File: config.mk
export PLATFORM = sky130hd
export DESIGN_NAME = alnum_cand_gen
export DESIGN_NICKNAME = d
export VERILOG_FILES = /design/src/rtl/alnum_pkg.sv /design/src/rtl/alnum_odometer.sv /design/src/rtl/alnum_charmap.sv /design/src/rtl/alnum_pad.sv /design/src/rtl/alnum_cand_gen.sv
export SDC_FILE = /design/constraint.sdc
export NUM_CORES = 2
export LEC_CHECK = 0
export BUFFER_PORTS_ARGS = -buffer_cell sky130_fd_sc_hd__buf_2
export CELL_PAD_IN_SITES_DETAIL_PLACEMENT = 1
export CELL_PAD_IN_SITES_GLOBAL_PLACEMENT = 1
export CORE_UTILIZATION = 35
export DETAILED_ROUTE_END_ITERATION = 16
export PLACE_DENSITY_LB_ADDON = 0.1
export SYNTH_ARGS = -nofsm -noshare
export SYNTH_HDL_FRONTEND = slang
export SYNTH_SLANG_ARGS = --single-unit
File: constraint.sdc
create_clock -name clk -period 21.5 [get_ports clk]
set_input_delay 2.15 -clock clk [delete_from_list [all_inputs] [get_ports clk]]
set_output_delay 2.15 -clock clk [all_outputs]
set_load 0.005 [all_outputs]
File: src/rtl/alnum_pkg.sv
package alnum_pkg;

    localparam int SYM_W    = 6;
    localparam int SYM_LAST = 61;

    typedef enum logic [1:0] {
        GEN_IDLE = 2'd0,
        GEN_SHOW = 2'd1,
        GEN_DONE = 2'd2
    } gen_state_e;

    function automatic logic [7:0] sym_to_char(input logic [SYM_W-1:0] sym);
        logic [7:0] wide;
        wide = {2'b00, sym};
        if (wide < 8'd26)
            return 8'h61 + wide;
        else if (wide < 8'd52)
            return 8'h41 + (wide - 8'd26);
        else
            return 8'h30 + (wide - 8'd52);
    endfunction

endpackage

File: src/rtl/alnum_odometer.sv
module alnum_odometer
    import alnum_pkg::*;
#(
    parameter int MAX_LEN = 58,
    localparam int LW = $clog2(MAX_LEN + 1)
) (
    input  logic                      clk,
    input  logic                      rst,
    input  logic                      step,
    output logic [MAX_LEN*SYM_W-1:0]  idx_flat,
    output logic [LW-1:0]             len,
    output logic                      at_end
);

    logic [SYM_W-1:0] idx_q [MAX_LEN];
    logic [SYM_W-1:0] idx_d [MAX_LEN];
    logic [LW-1:0]    len_q;
    logic [LW-1:0]    len_d;
    logic             carry;

    always_comb begin
        carry = 1'b1;
        len_d = len_q;
        for (int p = 0; p < MAX_LEN; p++) begin
            idx_d[p] = idx_q[p];
            if (p < int'(len_q) && carry) begin
                if (idx_q[p] == SYM_W'(SYM_LAST)) begin
                    idx_d[p] = '0;
                end else begin
                    idx_d[p] = idx_q[p] + 1'b1;
                    carry    = 1'b0;
                end
            end
        end
        at_end = carry && (int'(len_q) == MAX_LEN);
        if (carry && !at_end) begin
            for (int p = 0; p < MAX_LEN; p++) begin
                if (p == int'(len_q))
                    idx_d[p] = '0;
            end
            len_d = len_q + 1'b1;
        end
    end

    always_ff @(posedge clk) begin
        if (rst) begin
            len_q <= '0;
            for (int p = 0; p < MAX_LEN; p++)
                idx_q[p] <= '0;
        end else if (step && !at_end) begin
            len_q <= len_d;
            for (int p = 0; p < MAX_LEN; p++)
                idx_q[p] <= idx_d[p];
        end
    end

    generate
        for (genvar g = 0; g < MAX_LEN; g++) begin : g_flat
            assign idx_flat[g*SYM_W +: SYM_W] = idx_q[g];

            assert_digit_range_R3: assert property (@(posedge clk) disable iff (rst)
                idx_q[g] <= SYM_W'(SYM_LAST));
        end
    endgenerate

    assign len = len_q;

    assert_len_bound_R8: assert property (@(posedge clk) disable iff (rst)
        int'(len_q) <= MAX_LEN);

    // the length never shrinks and grows by at most one per step
    assert_len_growth_R5: assert property (@(posedge clk) disable iff (rst)
        !$past(rst) |-> (len_q == $past(len_q) || len_q == $past(len_q) + 1'b1));

endmodule

File: src/rtl/alnum_charmap.sv
module alnum_charmap
    import alnum_pkg::*;
#(
    parameter int MAX_LEN = 58,
    localparam int LW = $clog2(MAX_LEN + 1)
) (
    input  logic [MAX_LEN*SYM_W-1:0] idx_flat,
    input  logic [LW-1:0]            eff_len,
    output logic [MAX_LEN*8-1:0]     bytes
);

    generate
        for (genvar g = 0; g < MAX_LEN; g++) begin : g_lane
            always_comb begin
                if (g < int'(eff_len))
                    bytes[g*8 +: 8] = sym_to_char(idx_flat[g*SYM_W +: SYM_W]);
                else
                    bytes[g*8 +: 8] = 8'h00;
            end
        end
    endgenerate

endmodule

File: src/rtl/alnum_pad.sv
module alnum_pad #(
    parameter int MAX_LEN = 58,
    parameter bit PAD_EN  = 1'b1,
    localparam int LW = $clog2(MAX_LEN + 1),
    localparam int BLK_BYTES = 64,
    localparam int LEN_FIELD = 56
) (
    input  logic [MAX_LEN*8-1:0]     bytes,
    input  logic [LW-1:0]            eff_len,
    output logic [BLK_BYTES*8-1:0]   block
);

    logic [63:0] bit_len;

    assign bit_len = {{(61 - LW){1'b0}}, eff_len, 3'b000};

    generate
        if (PAD_EN) begin : g_pad
            for (genvar j = 0; j < BLK_BYTES; j++) begin : g_byte
                if (j >= LEN_FIELD) begin : g_len
                    assign block[j*8 +: 8] = bit_len[(j - LEN_FIELD)*8 +: 8];
                end else if (j < MAX_LEN) begin : g_data
                    always_comb begin
                        if (j < int'(eff_len))
                            block[j*8 +: 8] = bytes[j*8 +: 8];
                        else if (j == int'(eff_len))
                            block[j*8 +: 8] = 8'h80;
                        else
                            block[j*8 +: 8] = 8'h00;
                    end
                end else begin : g_tail
                    assign block[j*8 +: 8] = (j == int'(eff_len)) ? 8'h80 : 8'h00;
                end
            end
        end else begin : g_nopad
            assign block = '0;
        end
    endgenerate

endmodule

File: src/rtl/alnum_cand_gen.sv
module alnum_cand_gen
    import alnum_pkg::*;
#(
    parameter int MAX_LEN = 58,
    parameter bit PAD_EN  = 1'b1,
    localparam int LW = $clog2(MAX_LEN + 1)
) (
    input  logic                  clk,
    input  logic                  rst,
    input  logic                  next_req,
    output logic                  next_ready,
    output logic                  cand_valid,
    output logic [MAX_LEN*8-1:0]  cand_bytes,
    output logic [LW-1:0]         cand_len,
    output logic                  exhausted,
    output logic [511:0]          pad_block
);

    gen_state_e               state_q;
    gen_state_e               state_d;
    logic                     step;
    logic                     at_end;
    logic [LW-1:0]            len;
    logic [LW-1:0]            eff_len;
    logic [MAX_LEN*SYM_W-1:0] idx_flat;

    always_ff @(posedge clk) begin
        if (rst)
            state_q <= GEN_IDLE;
        else
            state_q <= state_d;
    end

    always_comb begin
        state_d    = state_q;
        step       = 1'b0;
        next_ready = 1'b0;
        cand_valid = 1'b0;
        exhausted  = 1'b0;
        unique case (state_q)
            GEN_IDLE: begin
                next_ready = 1'b1;
                if (next_req) begin
                    if (at_end) begin
                        state_d = GEN_DONE;
                    end else begin
                        step    = 1'b1;
                        state_d = GEN_SHOW;
                    end
                end
            end
            GEN_SHOW: begin
                cand_valid = 1'b1;
                state_d    = GEN_IDLE;
            end
            GEN_DONE: begin
                exhausted = 1'b1;
            end
            default: begin
                state_d = GEN_IDLE;
            end
        endcase
    end

    alnum_odometer #(.MAX_LEN(MAX_LEN)) u_odo (
        .clk      (clk),
        .rst      (rst),
        .step     (step),
        .idx_flat (idx_flat),
        .len      (len),
        .at_end   (at_end)
    );

    assign eff_len  = exhausted ? '0 : len;
    assign cand_len = eff_len;

    alnum_charmap #(.MAX_LEN(MAX_LEN)) u_map (
        .idx_flat (idx_flat),
        .eff_len  (eff_len),
        .bytes    (cand_bytes)
    );

    alnum_pad #(.MAX_LEN(MAX_LEN), .PAD_EN(PAD_EN)) u_pad (
        .bytes   (cand_bytes),
        .eff_len (eff_len),
        .block   (pad_block)
    );

    assert_valid_after_accept_R6: assert property (@(posedge clk) disable iff (rst)
        cand_valid |-> $past(next_req && next_ready));

    assert_single_pulse_R6: assert property (@(posedge clk) disable iff (rst)
        cand_valid |=> !cand_valid);

    assert_exhausted_sticky_R8: assert property (@(posedge clk) disable iff (rst)
        exhausted |=> exhausted);

    assert_exhausted_quiet_R8: assert property (@(posedge clk) disable iff (rst)
        exhausted |-> (!next_ready && !cand_valid && cand_len == '0));

    assert_strobe_has_length_R7: assert property (@(posedge clk) disable iff (rst)
        cand_valid |-> (cand_len != '0 && cand_bytes[7:0] != 8'h00));

    generate
        if (PAD_EN && MAX_LEN < 56) begin : g_pad_chk
            assert_pad_marker_R9: assert property (@(posedge clk) disable iff (rst)
                cand_valid |-> pad_block[8*cand_len +: 8] == 8'h80);
        end
    endgenerate

endmodule

==> flow_metrics.tcl <==
set metrics [dict create \
    async_flop_share_pct 0 \
    ir_drop_mv 0.0526 \
    hold_end "state_q[1]" \
    synth_largest_area_cell "edfxtp_1" \
    drc 0 \
    seq_area_frac_synth_pct 20.0 \
    hold_path_class "flip-flop to flip-flop" \
    viasPerCell 5.76 \
    rr_endpoint "u_odo.idx_q[0][318]" \
    worstSkewPairLatency_ns 0.65 \
    avgSynthCellArea_um2 7.57 \
    grtUsageMet3_pct 2.62 \
    grt_util_met1_pct 36.2 \
    max_slew.worst_pin.slew_ns 1.24 \
    ant_nets 0 \
    drt_pass1_iterations 5 \
    h-tree-depth 2 \
    crit_arrival_ns 4.85 \
    gp_congestion 0.910 \
    cts_setup_buffers 0 \
    fp.dieArea_mm2 0.153 \
    muxShareOfSynthArea_pct 0.852 \
    pwr-share-seq_pct 33.7 \
    drv_slew 0 \
    crit_path_end_kind "primary output" \
    area_delta_synth_final_pct 8.32 \
    ys.warnings.count 0 \
    switchingPower_uw 1160 \
    rsz0062_at_grt "no" \
    drive_gt1_share_pct 15.8 \
    intPower_uw 1770 \
    io-pin-count 988 \
    grt_pass1_vias 51462 \
    whs_path_depth 1 \
    top_usage_layer "met2" \
    grt_max_degree 156 \
    synth_area_leaders "edfxtp_1 (20%), ha_1 (12%), xnor2_1 (6.9%)" \
    rows 142 \
    r2r_cells 12 \
    ctsHoldBuffers 0 \
    skew_ns 0.0204 \
    fmax_ghz 0.143 \
    finalHoldViolCount 0 \
    setup_tns_ns 0 \
    synth_fa_ha_area_share_pct 12.7 \
    setup_ws_ns 14.50 \
    mostFrequentLayoutCell "buf_2" \
    ys_ff_latch 356 \
    synth_compound_area_share_pct 21.9 \
    grt_first_pass_wirelength_um 329000 \
    io_buffers 929 \
    gr-total-overflow 0 \
    fin_crit_sh_pct 32.6 \
    relSlewSlack_pct 16.8 \
    ctsResizeCount 0 \
    worstPathMaxFanout 39 \
    reg2reg_slack_ns 14.50 \
    die_w_um 391 \
    cp.required_ns 19.35 \
    synth_xor_area_share_pct 12.0 \
    antenna_found_initial 8 \
    cap_viol_max_count 0 \
    final_cell_mix "buf_2 (929), nor2_1 (847), a21oi_1 (706)" \
    via_count 53188 \
    worstHoldStart "state_q[0]" \
    worst_hold_slack_ns 0.495 \
    core_mm2 0.150 \
    syn_inst 7002 \
    clkPwrFrac_pct 32.3 \
    cts_tree "yes" \
    path_class "flip-flop to primary output" \
    yosys.area_share.simple_pct 21.1 \
    clk_pin_slew_ns 0.06 \
    period_minus_slack_ns 7.00 \
    drt-total-wl_um 221000 \
    ys_types 88 \
    nets 7713 \
    n_antenna_cell 0 \
    setup_violations 0 \
    ys.flop_type "edfxtp_1" \
    pre_cts_ws_ns 14.63 \
    clockBufferDepth 3 \
    initial_utilization_pct 35.3 \
    grt_use_met2_pct 46.9 \
    fillers 18566 \
    wire_per_inst_um 24.0 \
    synth_top_cell_area_share_pct 19.7 \
    root_buffer "clkbuf_16" \
    startpoint "u_odo.len[5]" \
    cts_buffers 52 \
    worst_setup_path_start_kind "flip-flop" \
    combPwrFrac_pct 34.0 \
    drt_iter0_drc 3169 \
    status "finished, final reports clean" \
    p_sw_share_pct 39.5 \
    leakage_uw 0.0238 \
    synth_top_family_by_area "compound AO/OA/AOI/OAI gates" \
    track_usage_pct 27.7 \
    powerDensity_mw_per_mm2 51.0 \
    clkSinkCount 356 \
    rr_startpoint "u_odo.len[1]" \
    hpwl_um 176000 \
    synth_edf_count 348 \
    synth_area_mm2 0.0530 \
    die_h_um 391 \
]
==> critical path, cell delays in order, from the launching register on <==
cell	delay [ns]
dfxtp_2	0.91
nand2_1	0.64
inv_1	0.78
nand3_1	0.59
a31o_2	0.55
a2111oi_0	0.39
buf_4	0.21
buf_2	0.11
==> power groups by stage <==
stage          logic (uW)  registers [uW]  clock network, uW
2_1_floorplan         809             891                  0
3_3_place_gp          965             995                  0
3_5_place_dp          984             998                  0
4_1_cts               991             985                967
5_1_grt              1100            1000                988
6_report              996             988                947
==> state kept, by name, indices dropped and copies added, names as in the netlist <==
name         count
u_odo.idx_q    348
u_odo.len        6
state_q          2
==> routing by layer <==
metal  up-vias  share of wire (%)
met5         -             0.0059
met4         2                3.9
met3       312                4.9
met2      1523                 48
met1     26277                 44
li1      25074                  -
==> metrics by stage <==
| stage | util [%] | power [uW] | instance area [um2] | instances |
|---|---|---|---|---|
| floorplan | - | 1700 | 53200 | 7059 |
| finish | 38.3 | 2930 | 57400 | 9239 |
| global route | 38.3 | 3090 | 57400 | 9239 |
| CTS | 38.3 | 2940 | 57400 | 9239 |
| detailed placement | 37.1 | 1980 | 55700 | 9145 |
| global placement | 37.1 | 1960 | 55700 | 9145 |
==> cells by family after synthesis <==
group | count (synthesis)
and+or+nand+nor | 2260
other | 1
AOI/OAI and AO/OA | 1937
DFF | 356
buffers and inverters | 1133
adders and majority gates | 541
xor gates and xnor gates | 729
muxes | 45
==> cells in the mapped netlist, drive strengths merged (13+ instances only) <==
cell	instances
nor2	852
a21oi	707
ha	527
buf	511
nand2	459
o21ai	442
xnor2	416
clkbuf	388
edfxtp	348
xor2	313
inv	233
a211oi	229
nor3	148
a31oi	144
o22ai	132
nand4	126
or3	117
nand3	91
nor3b	83
nand3b	66
a311oi	63
o211ai	62
nor2b	59
or4	58
and4	55
or2	51
mux2i	44
a41o	39
a41oi	16
or4b	16
maj3	14
nor4	14
a31o	13
==> worst max path at each step <==
stage,to,slack [ns],cells after the start
6_report,cand_bytes[449],14.50,7
5_1_grt,u_odo.idx_q[0][277],14.14,12
4_1_cts,cand_bytes[449],14.49,7
3_5_place_dp,u_odo.idx_q[0][319],14.63,12
3_3_place_gp,u_odo.idx_q[0][322],14.91,12
2_1_floorplan,u_odo.idx_q[0][0],13.32,16
==> layout make-up <==
class	count	area (um2)	share of cell area (%)
clock buffer	59	1350	2.35
clock inverter	35	440	0.767
inverter	234	878	1.53
multi-input combinational	5570	36700	63.8
sequential	356	10600	18.5
tap	2016	2520	4.39
timing repair buffer	969	4960	8.64
No activity file was read; power rests on OpenSTA's default activity.
